`src/rtl/ecc_page_pkg.sv`:
```
package ecc_page_pkg;

    typedef enum logic [1:0] {
        ST_DATA  = 2'd0,
        ST_CODE  = 2'd1,
        ST_CHECK = 2'd2,
        ST_DONE  = 2'd3
    } ecc_state_t;

    typedef struct packed {
        logic any;
        logic multi;
        logic code;
    } ecc_flags_t;

endpackage

```
`src/rtl/ecc_par_accum.sv`:
```
module ecc_par_accum #(
    parameter int WADDR_W = 12,
    parameter int BOFF_W  = 4,
    localparam int BUS_W  = 1 << BOFF_W,
    localparam int BYTE_W = BUS_W / 2,
    localparam int POS_W  = WADDR_W + BOFF_W
) (
    input  logic               clk,
    input  logic               rst_n,
    input  logic               clr,
    input  logic               en,
    input  logic               wide,
    input  logic [WADDR_W-1:0] widx,
    input  logic [BUS_W-1:0]   din,
    output logic [POS_W-1:0]   acc_p,
    output logic [POS_W-1:0]   acc_np
);

    logic [BUS_W-1:0]  dmask;
    logic [BOFF_W-1:0] lo_p;
    logic [BOFF_W-1:0] lo_np;
    logic              odd;
    logic [POS_W-1:0]  add_p;
    logic [POS_W-1:0]  add_np;

    // Narrow bus: the upper lane carries no page data
    assign dmask = wide ? din : {{BYTE_W{1'b0}}, din[BYTE_W-1:0]};

    always_comb begin
        lo_p  = '0;
        lo_np = '0;
        odd   = 1'b0;
        for (int b = 0; b < BUS_W; b++) begin
            if (dmask[b]) begin
                odd   = ~odd;
                lo_p  = lo_p ^ BOFF_W'(b);
                lo_np = lo_np ^ ~BOFF_W'(b);
            end
        end
    end

    // The word index counts once per set bit, so it survives only for an odd count
    assign add_p  = {{WADDR_W{odd}} & widx, lo_p};
    assign add_np = {{WADDR_W{odd}} & ~widx, lo_np};

    always_ff @(posedge clk or negedge rst_n) begin
        if (!rst_n) begin
            acc_p  <= '0;
            acc_np <= '0;
        end else if (clr) begin
            acc_p  <= '0;
            acc_np <= '0;
        end else if (en) begin
            acc_p  <= acc_p ^ add_p;
            acc_np <= acc_np ^ add_np;
        end
    end

    // no strobe, no change
    p_hold_no_strobe_r2: assert property (@(posedge clk) disable iff (!rst_n)
        (!en && !clr) |=> ($stable(acc_p) && $stable(acc_np)));

endmodule

```
`src/rtl/ecc_syndrome.sv`:
```
module ecc_syndrome
    import ecc_page_pkg::*;
#(
    parameter int POS_W = 16
) (
    input  logic [POS_W-1:0] calc_p,
    input  logic [POS_W-1:0] calc_np,
    input  logic [POS_W-1:0] rx_p,
    input  logic [POS_W-1:0] rx_np,
    output logic [POS_W-1:0] syn_p,
    output logic [POS_W-1:0] syn_np,
    output ecc_flags_t       flags
);

    logic zero;
    logic single;
    logic one_hot;

    always_comb begin
        syn_p   = calc_p ^ rx_p;
        syn_np  = calc_np ^ rx_np;
        zero    = ~|{syn_p, syn_np};
        single  = &(syn_p ^ syn_np);
        one_hot = $onehot({syn_p, syn_np});
        flags.any   = !zero;
        flags.code  = one_hot;
        flags.multi = !zero && !single && !one_hot;
    end

endmodule

```
`src/rtl/ecc_page_engine.sv`:
```
module ecc_page_engine
    import ecc_page_pkg::*;
#(
    parameter int WADDR_W    = 12,
    parameter int BOFF_W     = 4,
    parameter int BASE_BYTES = 512,
    parameter int MODE_W     = 2,
    localparam int BUS_W     = 1 << BOFF_W,
    localparam int BYTE_W    = BUS_W / 2,
    localparam int POS_W     = WADDR_W + BOFF_W,
    localparam int CODE_W    = 2 * POS_W,
    localparam int LEN_W     = WADDR_W + 1,
    localparam int NUNIT_B   = CODE_W / BYTE_W,
    localparam int CC_W      = $clog2(NUNIT_B)
) (
    input  logic              clk,
    input  logic              rst_n,
    input  logic              clr,
    input  logic [MODE_W-1:0] mode,
    input  logic              wide,
    input  logic              strb,
    input  logic [BUS_W-1:0]  din,
    output logic [POS_W-1:0]  par_o,
    output logic [POS_W-1:0]  npar_o,
    output logic              code_rdy,
    output logic              err_any,
    output logic              err_multi,
    output logic              err_code,
    output logic              done
);

    ecc_state_t         state, nxt;
    logic [WADDR_W-1:0] wcnt;
    logic [CC_W-1:0]    ccnt;
    logic [CODE_W-1:0]  rx;
    logic [LEN_W-1:0]   len_bytes;
    logic [LEN_W-1:0]   len_words;
    logic               last_data;
    logic               last_code;
    logic [POS_W-1:0]   acc_p, acc_np;
    logic [POS_W-1:0]   syn_p, syn_np;
    logic [POS_W-1:0]   syn_p_q, syn_np_q;
    ecc_flags_t         flags, flags_q;

    assign len_bytes = LEN_W'(BASE_BYTES) << mode;
    assign len_words = wide ? (len_bytes >> 1) : len_bytes;
    assign last_data = ({1'b0, wcnt} == (len_words - LEN_W'(1)));
    assign last_code = wide ? (ccnt == CC_W'(NUNIT_B / 2 - 1))
                            : (ccnt == CC_W'(NUNIT_B - 1));

    ecc_par_accum #(.WADDR_W(WADDR_W), .BOFF_W(BOFF_W)) u_accum (
        .clk    (clk),
        .rst_n  (rst_n),
        .clr    (clr),
        .en     (strb && (state == ST_DATA)),
        .wide   (wide),
        .widx   (wcnt),
        .din    (din),
        .acc_p  (acc_p),
        .acc_np (acc_np)
    );

    ecc_syndrome #(.POS_W(POS_W)) u_syn (
        .calc_p  (acc_p),
        .calc_np (acc_np),
        .rx_p    (rx[POS_W-1:0]),
        .rx_np   (rx[CODE_W-1:POS_W]),
        .syn_p   (syn_p),
        .syn_np  (syn_np),
        .flags   (flags)
    );

    // State register
    always_ff @(posedge clk or negedge rst_n) begin
        if (!rst_n)   state <= ST_DATA;
        else if (clr) state <= ST_DATA;
        else          state <= nxt;
    end

    always_comb begin
        nxt = state;
        unique case (state)
            ST_DATA:  if (strb && last_data) nxt = ST_CODE;
            ST_CODE:  if (strb && last_code) nxt = ST_CHECK;
            ST_CHECK: nxt = ST_DONE;
            ST_DONE:  nxt = ST_DONE;
        endcase
    end

    // Counters, code capture and result registers
    always_ff @(posedge clk or negedge rst_n) begin
        if (!rst_n) begin
            wcnt     <= '0;
            ccnt     <= '0;
            rx       <= '0;
            flags_q  <= '0;
            syn_p_q  <= '0;
            syn_np_q <= '0;
        end else if (clr) begin
            wcnt     <= '0;
            ccnt     <= '0;
            rx       <= '0;
            flags_q  <= '0;
            syn_p_q  <= '0;
            syn_np_q <= '0;
        end else begin
            unique case (state)
                ST_DATA: if (strb) wcnt <= wcnt + WADDR_W'(1);
                ST_CODE: if (strb) begin
                    rx   <= wide ? {din, rx[CODE_W-1:BUS_W]}
                                 : {din[BYTE_W-1:0], rx[CODE_W-1:BYTE_W]};
                    ccnt <= ccnt + CC_W'(1);
                end
                ST_CHECK: begin
                    flags_q  <= flags;
                    syn_p_q  <= syn_p;
                    syn_np_q <= syn_np;
                end
                ST_DONE: ;
            endcase
        end
    end

    assign done      = (state == ST_DONE);
    assign code_rdy  = (state == ST_CODE);
    assign par_o     = done ? syn_p_q : acc_p;
    assign npar_o    = done ? syn_np_q : acc_np;
    assign err_any   = flags_q.any;
    assign err_multi = flags_q.multi;
    assign err_code  = flags_q.code;

    // a clear leaves a blank engine
    p_clear_blank_r1: assert property (@(posedge clk) disable iff (!rst_n)
        clr |=> (par_o == '0 && npar_o == '0 && !done && !err_any && !code_rdy));

    // the result holds until the next clear
    p_done_hold_r5: assert property (@(posedge clk) disable iff (!rst_n)
        (done && !clr) |=> (done && $stable(par_o) && $stable(err_any) && $stable(err_multi)));

    // an uncorrectable error is a mismatch and not a code error
    p_multi_excl_r9: assert property (@(posedge clk) disable iff (!rst_n)
        err_multi |-> (err_any && !err_code));

    // a code error is a mismatch
    p_code_any_r8: assert property (@(posedge clk) disable iff (!rst_n)
        err_code |-> err_any);

endmodule

```
`config.mk`:
```
export PLATFORM = sky130hd
export DESIGN_NAME = ecc_page_engine
export DESIGN_NICKNAME = d
export VERILOG_FILES = /design/src/rtl/ecc_page_pkg.sv /design/src/rtl/ecc_par_accum.sv /design/src/rtl/ecc_syndrome.sv /design/src/rtl/ecc_page_engine.sv
export SDC_FILE = /design/constraint.sdc
export NUM_CORES = 1
export LEC_CHECK = 0
export ABC_CLOCK_PERIOD_IN_PS = 5600
export BUFFER_PORTS_ARGS = -buffer_cell sky130_fd_sc_hd__buf_2
export CORE_UTILIZATION = 56
export CTS_CLUSTER_DIAMETER = 60
export DETAILED_ROUTE_END_ITERATION = 10
export GPL_TIMING_DRIVEN = 0
export PLACE_DENSITY = 0.77
export SETUP_SLACK_MARGIN = 0.5
export SLEW_MARGIN = 0
export SYNTH_ARGS = -nofsm -noshare
export SYNTH_HDL_FRONTEND = slang
export SYNTH_SLANG_ARGS = --single-unit
```
`constraint.sdc`:
```
create_clock -name clk -period 5.6 [get_ports clk]
set_input_delay 0.84 -clock clk [delete_from_list [all_inputs] [get_ports clk]]
set_output_delay 0.84 -clock clk [all_outputs]
set_load 0.1 [all_outputs]
```
==> out/metrics.cfg, run 1 <==
[outcome]
status=complete, no violations

[route]
drt_iter0_drc=583
drc=0
wl_met2_um=11170
via_count=6628
wl_met3_um=1608
firstDrtPassIters=5
drtAntennaViolNets=0
wl_per_cell_um=20.83
dr.max_layer_used=met4
avgViaCountPerCell=5.871
wl_um=23520
wl_met1_um=9389

[yosys]
synthDistinctLibCells=44
yosys.area_share.simple=0.1167
synth_edf_count=0
syn_inst=814
synth_seq_cells=115
synth_ff_type=dfrtp_1
synth_top_family_by_area=adder cells
syn_area_um2=8050
synth-xor-area-share=0.1187
synthArstFlopShare=1.000
synth_compound_area_frac=0.09745
synth_fa_ha_area_frac=0.1299
avgSynthCellArea_um2=9.890
yosysWarnings=0
synthMuxAreaShare=0.1181
syn-num-nets=905
ys_seq_area_frac=0.3575

[sta]
slew_viol_final=0
fin_skew_ns=0.01120
rsz0062_at_grt=yes
min_period_over_period=0.9376
fmax_mhz=190.5
period_minus_slack_ns=5.251
setup_viol=0
timing.hold.ws_ns=0.2586
setup_ws_ns=0.3495
worstMarginPinSlew_ns=1.159
finalHoldViolCount=0
slew_headroom=0.2271

[placement]
placed_area_um2=8615
port_buffers=58
gp_congestion=0.9535
place_inst=1053
dp_hpwl_um=16020
dp_slack_ns=-0.02172

[clock_tree]
clock_path_buffers=2
cts_buffers=17
cts_tree=done
path_clk_slew_ns=0.06
htree_levels=4
clkSinkCount=115
clock_latency_ns=0.43
hold_buffers=0
cts-root-buf=clkbuf_16

[grt]
grt_usage=0.3411
antenna_found_initial=0
grt_max_degree=97
grt_overflow=0
grt_pass1_vias=6765
grt_pass1_wl_um=36920

[power_and_ir_drop]
p_clk_frac=0.240
intPower_mw=2.650
power.density_nw_per_um2=462.8
swShare=0.4178
p_switching_mw=1.902
ir_drop_mv=0.5595
p_leak_nw=4.565
combPwrFrac=0.543
power_frac_seq=0.218

[layout]
drive_gt1_frac=0.2803
final_area_um2=9836
area_growth_pct=22.18
utilization=0.7058
fin_cells=1129
fin_nets=1027
antenna_cells=0

[worst_setup_path]
r2r_start=rx[31]$_DFFE_PN0P_
crit_required_ns=5.91
slowest_stage=fa_1
rr_endpoint=err_multi$_DFFE_PN0P_
r2r_cells=17
critPathMaxFanout=4
critPathTopFamily=adder cells
reg2reg_slack_ns=0.35
slowest_delay_ns=0.54
crit_path_end_kind=register
worstSetupPathType=reg2reg
crit_chain=xor2_2, buf_4, buf_4, ha_1, inv_1, fa_1, fa_1, fa_1, fa_1, fa_1, inv_1, ha_2, inv_2, fa_2, nand4bb_1, or4_4, a32o_1
cp_common_cell=fa_1
worstSetupStartpointType=register
arrival_ns=5.57
critPathBufInv=5

[floorplanning]
fp.dieH_um=121.9
core_area_um2=13930
initial_core_util=0.5777
die_w_um=121.9
pin_count=60
dieArea_um2=14860
row_count=43

[hold_path]
hold_class=in2async

[run]
drv_cap=0

[synth_stat cells, drive strengths merged (30+ instances only)]
library cell / instances / area share
a211oi: 45 / 0.048
clkbuf: 30 / 0.014
dfrtp: 115 / 0.36
ha: 42 / 0.065
inv: 81 / 0.038
mux2: 56 / 0.078
mux2i: 32 / 0.040
nand2: 47 / 0.022
nor2: 83 / 0.039
o21ai: 38 / 0.024
xnor2: 63 / 0.073
xor2: 41 / 0.046
[worst register-to-register path, stage by stage (launching register included)]
cell and delay [ns]:
dfrtp_2 0.45, xor2_2 0.22, buf_4 0.14, buf_4 0.10
ha_1 0.14, inv_1 0.06, fa_1 0.50, fa_1 0.54
fa_1 0.43, fa_1 0.51, fa_1 0.41, inv_1 0.07
ha_2 0.19, inv_2 0.04, fa_2 0.51, nand4bb_1 0.12
or4_4 0.45, a32o_1 0.28
[layout make-up]
class,count,area (um^2)
multi-input cells,574,4954
fillers,986,4099
flip-flops and latches,115,2913
repair buffers,103,658.1
clock buffers,23,488.0
inverters,81,304.0
well taps,180,225.2
plain buffers,44,191.4
clock inverters,9,102.6
[through the flow]
| step | total power, mW | TNS, ns |
|---|---|---|
| after CTS | 4.447 | 0 |
| after floorplan | 2.623 | 0 |
| final | 4.552 | 0 |
| after detailed placement | 3.060 | -0.02172 |
| after global placement | 2.986 | 0 |
| after global routing | 4.860 | 0 |
[sequential cells by signal (all words and copies together), names as in the netlist]
register,flops
ccnt,2
wcnt,12
err_code,1
rx,32
err_multi,1
state,2
u_accum.acc_p,16
syn_np_q,16
err_any,1
syn_p_q,16
u_accum.acc_np,16
[cells by family after synthesis]
family	count (synthesis)
buf+inv	125
mux	88
simple gates	201
fa+ha+maj	68
xor+xnor	104
compound gates	113
flops	115
[power by group through the flow]
stage	Combinational (mW)	Sequential, mW	Clock (mW)
floorplan	1.62	0.999	0
global placement	2.00	0.989	0
detailed placement	2.07	0.990	0
CTS	2.38	0.984	1.09
global route	2.73	0.996	1.13
finish	2.47	0.991	1.09
[timing repair]
item                                    in CTS  in global routing
buffers inserted                            39                  5
gates resized for setup                     72                  9
pin swaps                                   31                 11
endpoints found under the setup margin       2                  2
[layer usage]
metal / up-vias / GRT usage
met4: 0 / 0.1960
met3: 90 / 0.07210
met1: 3262 / 0.4269
met5: - / 0
met2: 319 / 0.5473
li1: 2957 / -
[cell usage in the layout, fill, tap and decap left out, types with 5 or more instances in the layout]
cell and instances:
dfrtp_1 87, nor2_1 82, inv_1 68, buf_2 60, xnor2_1 48, nand2_1 47, buf_4 45, o21ai_0 37
ha_1 36, a211oi_1 35, clkbuf_1 32, mux2_2 32, mux2i_1 32, xor2_1 30, dfrtp_2 28, nor2b_1 26
mux2_1 24, fa_1 19, clkbuf_16 17, inv_2 13, xor2_2 11, o211ai_1 11, nand4_1 11, a21oi_1 10
a211oi_2 10, xnor2_2 9, buf_1 7, fa_2 7, xnor2_4 6, or3_1 6, nand3_1 6, and3_1 5
nor3_1 5, nor4_1 5
[how the worst max path moves through the flow]
stage,startpoint,end,slack (ns),depth (start not counted)
global placement,u_accum.acc_np[5]$_DFFE_PN0P_,err_multi$_DFFE_PN0P_,0.05,17
floorplan,u_accum.acc_np[7]$_DFFE_PN0P_,err_multi$_DFFE_PN0P_,0.51,17
detailed placement,u_accum.acc_np[5]$_DFFE_PN0P_,err_multi$_DFFE_PN0P_,-0.02,17
finish,rx[31]$_DFFE_PN0P_,err_multi$_DFFE_PN0P_,0.35,17
CTS,rx[14]$_DFFE_PN0P_,err_multi$_DFFE_PN0P_,0.42,18
global route,rx[15]$_DFFE_PN0P_,err_code$_DFFE_PN0P_,0.21,19
(Power assumes the default switching activity.)
==> run 2: changes to the inputs <==
--- a/config.mk
+++ b/config.mk
@@ -7,6 +7,7 @@
 export LEC_CHECK = 0
 export ABC_CLOCK_PERIOD_IN_PS = 5600
 export BUFFER_PORTS_ARGS = -buffer_cell sky130_fd_sc_hd__buf_2
+export CORE_MARGIN = 2
 export CORE_UTILIZATION = 56
 export CTS_CLUSTER_DIAMETER = 60
 export DETAILED_ROUTE_END_ITERATION = 10
==> run 2 against run 1 <==
Compared with the run above: die area rose by 3.3%; sequential power barely moved; clock skew fell by 0.0032 ns; critical path type unchanged; critical endpoint unchanged; largest cell class unchanged.
==> out/metrics.cfg, run 2 (synthesized netlist as in run 1, its figures left out) <==
[layout]
fillers=887
drive_gt1_frac=0.3053
regMostFlops=rx
layout_commonest_cell=dfrtp_1
final_area_um2=10130
largest_reg_flops=32
fin_cells=1156
area_growth_pct=25.85
seq_area_um2=2914
antenna_cells=0
multi_input_area_um2=4995
final_cell_mix=dfrtp_1 (86), nor2_1 (83), buf_4 (71)
fin_nets=1055

[worst_setup_path]
slowest_stage=dfrtp_2
crit_required_ns=5.91
critPathTopFamily=buffers and inverters
slowest_delay_ns=0.43
worstSetupStartpointType=register
critPathBufInv=31
critPathMaxFanout=2
cp_common_cell=buf_4
crit_path_end_kind=register
arrival_ns=5.61
worstSetupPathType=reg2reg

[floorplanning]
initial_core_util=0.5777
die_w_um=123.9
core_area_um2=13930
pin_count=60
fp.dieH_um=123.9
dieArea_um2=15350
row_count=43

[power_and_ir_drop]
p_leak_nw=4.711
p_total_mw=4.807
power.density_nw_per_um2=474.4
ir_drop_mv=0.5211

[sta]
period_minus_slack_ns=5.298
slew_headroom=0.2667
setup_viol=0
finalHoldViolCount=0
slew_viol_final=0
timing.hold.ws_ns=0.2665
fmax_mhz=188.7
worstMarginPinSlew_ns=1.100
setup_tns_ns=0
fin_skew_ns=0.008017
min_period_over_period=0.9461
rsz0062_at_grt=yes

[placement]
place_inst=1053
dp_hpwl_um=15890
gp_congestion=0.9751
port_buffers=58
placed_area_um2=8615

[clock_tree]
cts_buffers=17
clkSinkCount=115
htree_levels=4
path_clk_slew_ns=0.05
hold_buffers=0
clock_path_buffers=2
clock_latency_ns=0.43
cts_tree=done
cts-root-buf=clkbuf_16

[route]
drt_iter0_drc=765
wl_per_cell_um=21.35
via_count=6851
avgViaCountPerCell=5.926
drc=0
wl_um=24680
drtAntennaViolNets=0
firstDrtPassIters=5

[grt]
grt_usage=0.3404
grt_overflow=0
antenna_found_initial=0
grt_pass1_vias=6810
grt_max_degree=93
grt_pass1_wl_um=38020

[hold_path]
hold_class=in2async

[outcome]
status=complete, no violations

[run]
drv_cap=0

==> run 2: changes by cell type in the layout (fill, tap and decap cells not counted), sizes merged <==
cell      previous run  this run
buf                117       145
bufinv               2         4
clkbuf              53        51
clkinvlp             3         2
==> run 2: repair_timing <==
action,4_1_cts,5_1_grt
pin swaps,35,9
endpoints found under the setup margin,2,2
gates resized for setup,76,16
buffers inserted,69,3
==> run 2: path summary, 6_finish.rpt <==
check / from / endpoint / slack [ns] / cells past startpoint
max in group asynchronous: rst_n / rx[19]$_DFFE_PN0P_ / 4.56 / 2
worst min-delay path: rst_n / u_accum.acc_p[8]$_DFFE_PN0P_ / 0.27 / 1
worst min register to register: syn_p_q[10]$_DFFE_PN0P_ / syn_p_q[10]$_DFFE_PN0P_ / 0.48 / 2
worst max register to register: rx[31]$_DFFE_PN0P_ / err_multi$_DFFE_PN0P_ / 0.30 / 36
min in group clk: syn_p_q[10]$_DFFE_PN0P_ / syn_p_q[10]$_DFFE_PN0P_ / 0.48 / 2
worst max-delay path: rx[31]$_DFFE_PN0P_ / err_multi$_DFFE_PN0P_ / 0.30 / 36
==> run 2: per-layer routing <==
metal  GRT usage  wire (um)  up-vias
li1            -          -     3012
met1      0.4404       9758     3376
met2      0.5391      11440      360
met3     0.06364       1944      103
met4      0.1938       1542        0
met5           0          0        -
==> run 2: power breakdown <==
part           switching (mW)  internal (mW)  leakage (nW)
Sequential             0.0983          0.896          1.54
Combinational            1.50           1.15          2.86
Clock                   0.393          0.773         0.305
==> run 2: final cells by class <==
cell class,instances,area share
flip-flops and latches,115,0.2876
repair buffers,131,0.08645
well taps,180,0.02223
clock inverters,10,0.01531
multi-input cells,574,0.4930
inverters,81,0.03001
clock buffers,21,0.04644
plain buffers,44,0.01890
==> run 2: metrics by stage <==
stage,worst slack [ns],util
after CTS,0.4144,0.7199
after global routing,0.2110,0.7270
final,0.3018,0.7270
after global placement,-0.009946,0.6158
after floorplan,0.5057,-
after detailed placement,-0.1199,0.6182
==> run 2: worst reg2reg max path, delay by kind of cell, from the launching register on <==
family                    cells  cell delay, ns
DFF                           1            0.43
and+or+nand+nor               2            0.33
buffers and inverters        31            3.77
AOI/OAI and AO/OA             1            0.30
xor gates and xnor gates      2            0.34
==> run 3: changes to the inputs <==
--- a/config.mk
+++ b/config.mk
@@ -6,13 +6,13 @@
 export NUM_CORES = 1
 export LEC_CHECK = 0
 export ABC_CLOCK_PERIOD_IN_PS = 5600
-export BUFFER_PORTS_ARGS = -buffer_cell sky130_fd_sc_hd__buf_2
+export BUFFER_PORTS_ARGS = -buffer_cell sky130_fd_sc_hd__buf_4
 export CORE_MARGIN = 2
 export CORE_UTILIZATION = 56
 export CTS_CLUSTER_DIAMETER = 60
 export DETAILED_ROUTE_END_ITERATION = 10
 export GPL_TIMING_DRIVEN = 0
-export PLACE_DENSITY = 0.77
+export PLACE_DENSITY = 0.75
 export SETUP_SLACK_MARGIN = 0.5
 export SLEW_MARGIN = 0
 export SYNTH_ARGS = -nofsm -noshare
==> run 3 against run 2 <==
Compared with the run above: power decreased by 3.8%; final area decreased by 2.3%; flip-flop and latch count unchanged; count of clock-buffer cells in the layout decreased by 1; final cell count decreased by 3.1%; non-clock buffer count decreased by 37; critical path type unchanged; critical endpoint unchanged; largest cell class unchanged; highest routed layer unchanged.
==> out/metrics.cfg, run 3 (synthesized netlist as in run 1, its figures left out) <==
[outcome]
status=complete, no violations

[sta]
slew_headroom=0.2093
rsz0062_at_grt=yes
worstMarginPinSlew_ns=1.186
period_minus_slack_ns=5.266
setup_viol=0
fmax_mhz=189.9
finalHoldViolCount=0
fin_skew_ns=0.01133
timing.hold.ws_ns=0.2483
setup_tns_ns=0
min_period_over_period=0.9403
slew_viol_final=0

[clock_tree]
path_clk_slew_ns=0.06
hold_buffers=0
cts_buffers=17
clock_latency_ns=0.43
cts-root-buf=clkbuf_16
cts_tree=done
htree_levels=4
clkSinkCount=115
clock_path_buffers=2

[layout]
largest_reg_flops=32
layout_commonest_cell=dfrtp_1
fillers=1011
area_growth_pct=22.89
seq_area_um2=2900
fin_nets=1018
final_cell_mix=dfrtp_1 (97), buf_4 (93), nor2_1 (83)
antenna_cells=0
drive_gt1_frac=0.2511
multi_input_area_um2=4895
regMostFlops=rx

[route]
drt_iter0_drc=536
firstDrtPassIters=4
via_count=6454
avgViaCountPerCell=5.763
wl_per_cell_um=20.24
wl_um=22670
drtAntennaViolNets=0
drc=0

[floorplanning]
core_area_um2=13930
die_w_um=123.9
fp.dieH_um=123.9
dieArea_um2=15350
initial_core_util=0.5777
row_count=43
pin_count=60

[placement]
gp_congestion=0.9581
port_buffers=58
dp_hpwl_um=16280

[grt]
grt_pass1_vias=6594
grt_overflow=0
grt_pass1_wl_um=35910
grt_max_degree=99
antenna_found_initial=0
grt_usage=0.3191

[worst_setup_path]
crit_path_end_kind=register
slowest_delay_ns=0.54
critPathBufInv=6
worstSetupStartpointType=register
cp_common_cell=fa_1
critPathTopFamily=adder cells
slowest_stage=fa_1
worstSetupPathType=reg2reg
crit_chain=xnor2_4, inv_1, ha_1, inv_1, fa_1, inv_2, fa_1, inv_2, fa_1, fa_1, fa_1, inv_1, ha_2, inv_2, fa_2, nand4bb_1, or4_4, a32o_1
arrival_ns=5.58
crit_required_ns=5.91
critPathMaxFanout=4

[run]
drv_cap=0

[power_and_ir_drop]
power.density_nw_per_um2=467.6
p_leak_nw=4.582
ir_drop_mv=0.5247

[hold_path]
hold_class=in2async

[run 3: cell types whose count changed in the layout (fill, tap and decap cells not counted), sizes merged]
cell and change:
clkinv -1, clkbuf -1, inv +1, clkinvlp +2
buf -37
[run 3: final cells by class]
class	instances	share of cell area
Sequential cell	115	0.2932
Tap cell	180	0.02276
Inverter	81	0.03073
Multi-Input combinational cell	574	0.4948
Timing Repair Buffer	94	0.07411
Clock inverter	12	0.01796
Clock buffer	20	0.04717
Buffer	44	0.01935
[run 3: worst paths after layout]
check                                                   start                             to  slack [ns]  cells after the start
worst min-delay path                                    rst_n           err_code$_DFFE_PN0P_        0.25                      1
worst min register to register        syn_p_q[10]$_DFFE_PN0P_        syn_p_q[10]$_DFFE_PN0P_        0.47                      2
worst max register to register  u_accum.acc_p[11]$_DFFE_PN0P_          err_multi$_DFFE_PN0P_        0.33                     18
min in group clk                      syn_p_q[10]$_DFFE_PN0P_        syn_p_q[10]$_DFFE_PN0P_        0.47                      2
max in group asynchronous                               rst_n  u_accum.acc_np[3]$_DFFE_PN0P_        4.60                      2
worst max-delay path            u_accum.acc_p[11]$_DFFE_PN0P_          err_multi$_DFFE_PN0P_        0.33                     18
[run 3: metrics by stage]
stage,utilization,power [mW],setup WS [ns],instances,instance area (um^2)
2_1_floorplan,-,2.623,0.5057,814,8065
3_3_place_gp,0.6262,3.016,0.03458,1052,8726
3_5_place_dp,0.6284,3.106,-0.04063,1053,8757
4_1_cts,0.7002,4.454,0.3461,1110,9757
5_1_grt,0.7100,4.952,0.1603,1120,9893
6_report,0.7100,4.626,0.3342,1120,9893
[run 3: what timing repair did]
action / CTS / global route
buffers inserted: 25 / 10
resized for setup: 42 / 16
pin swaps: 21 / 14
setup endpoints to repair: 2 / 2
[run 3: power by group]
part	switching, mW	internal, mW
registers	0.0968	0.895
clock network	0.409	0.779
logic	1.38	1.07
[run 3: layer usage]
| metal | vias up | GRT usage | wire, um |
|---|---|---|---|
| met5 | - | 0 | 0 |
| met4 | 0 | 0.1699 | 1154 |
| met3 | 59 | 0.06364 | 1558 |
| met2 | 236 | 0.4962 | 10480 |
| met1 | 3210 | 0.4232 | 9476 |
| li1 | 2949 | - | - |
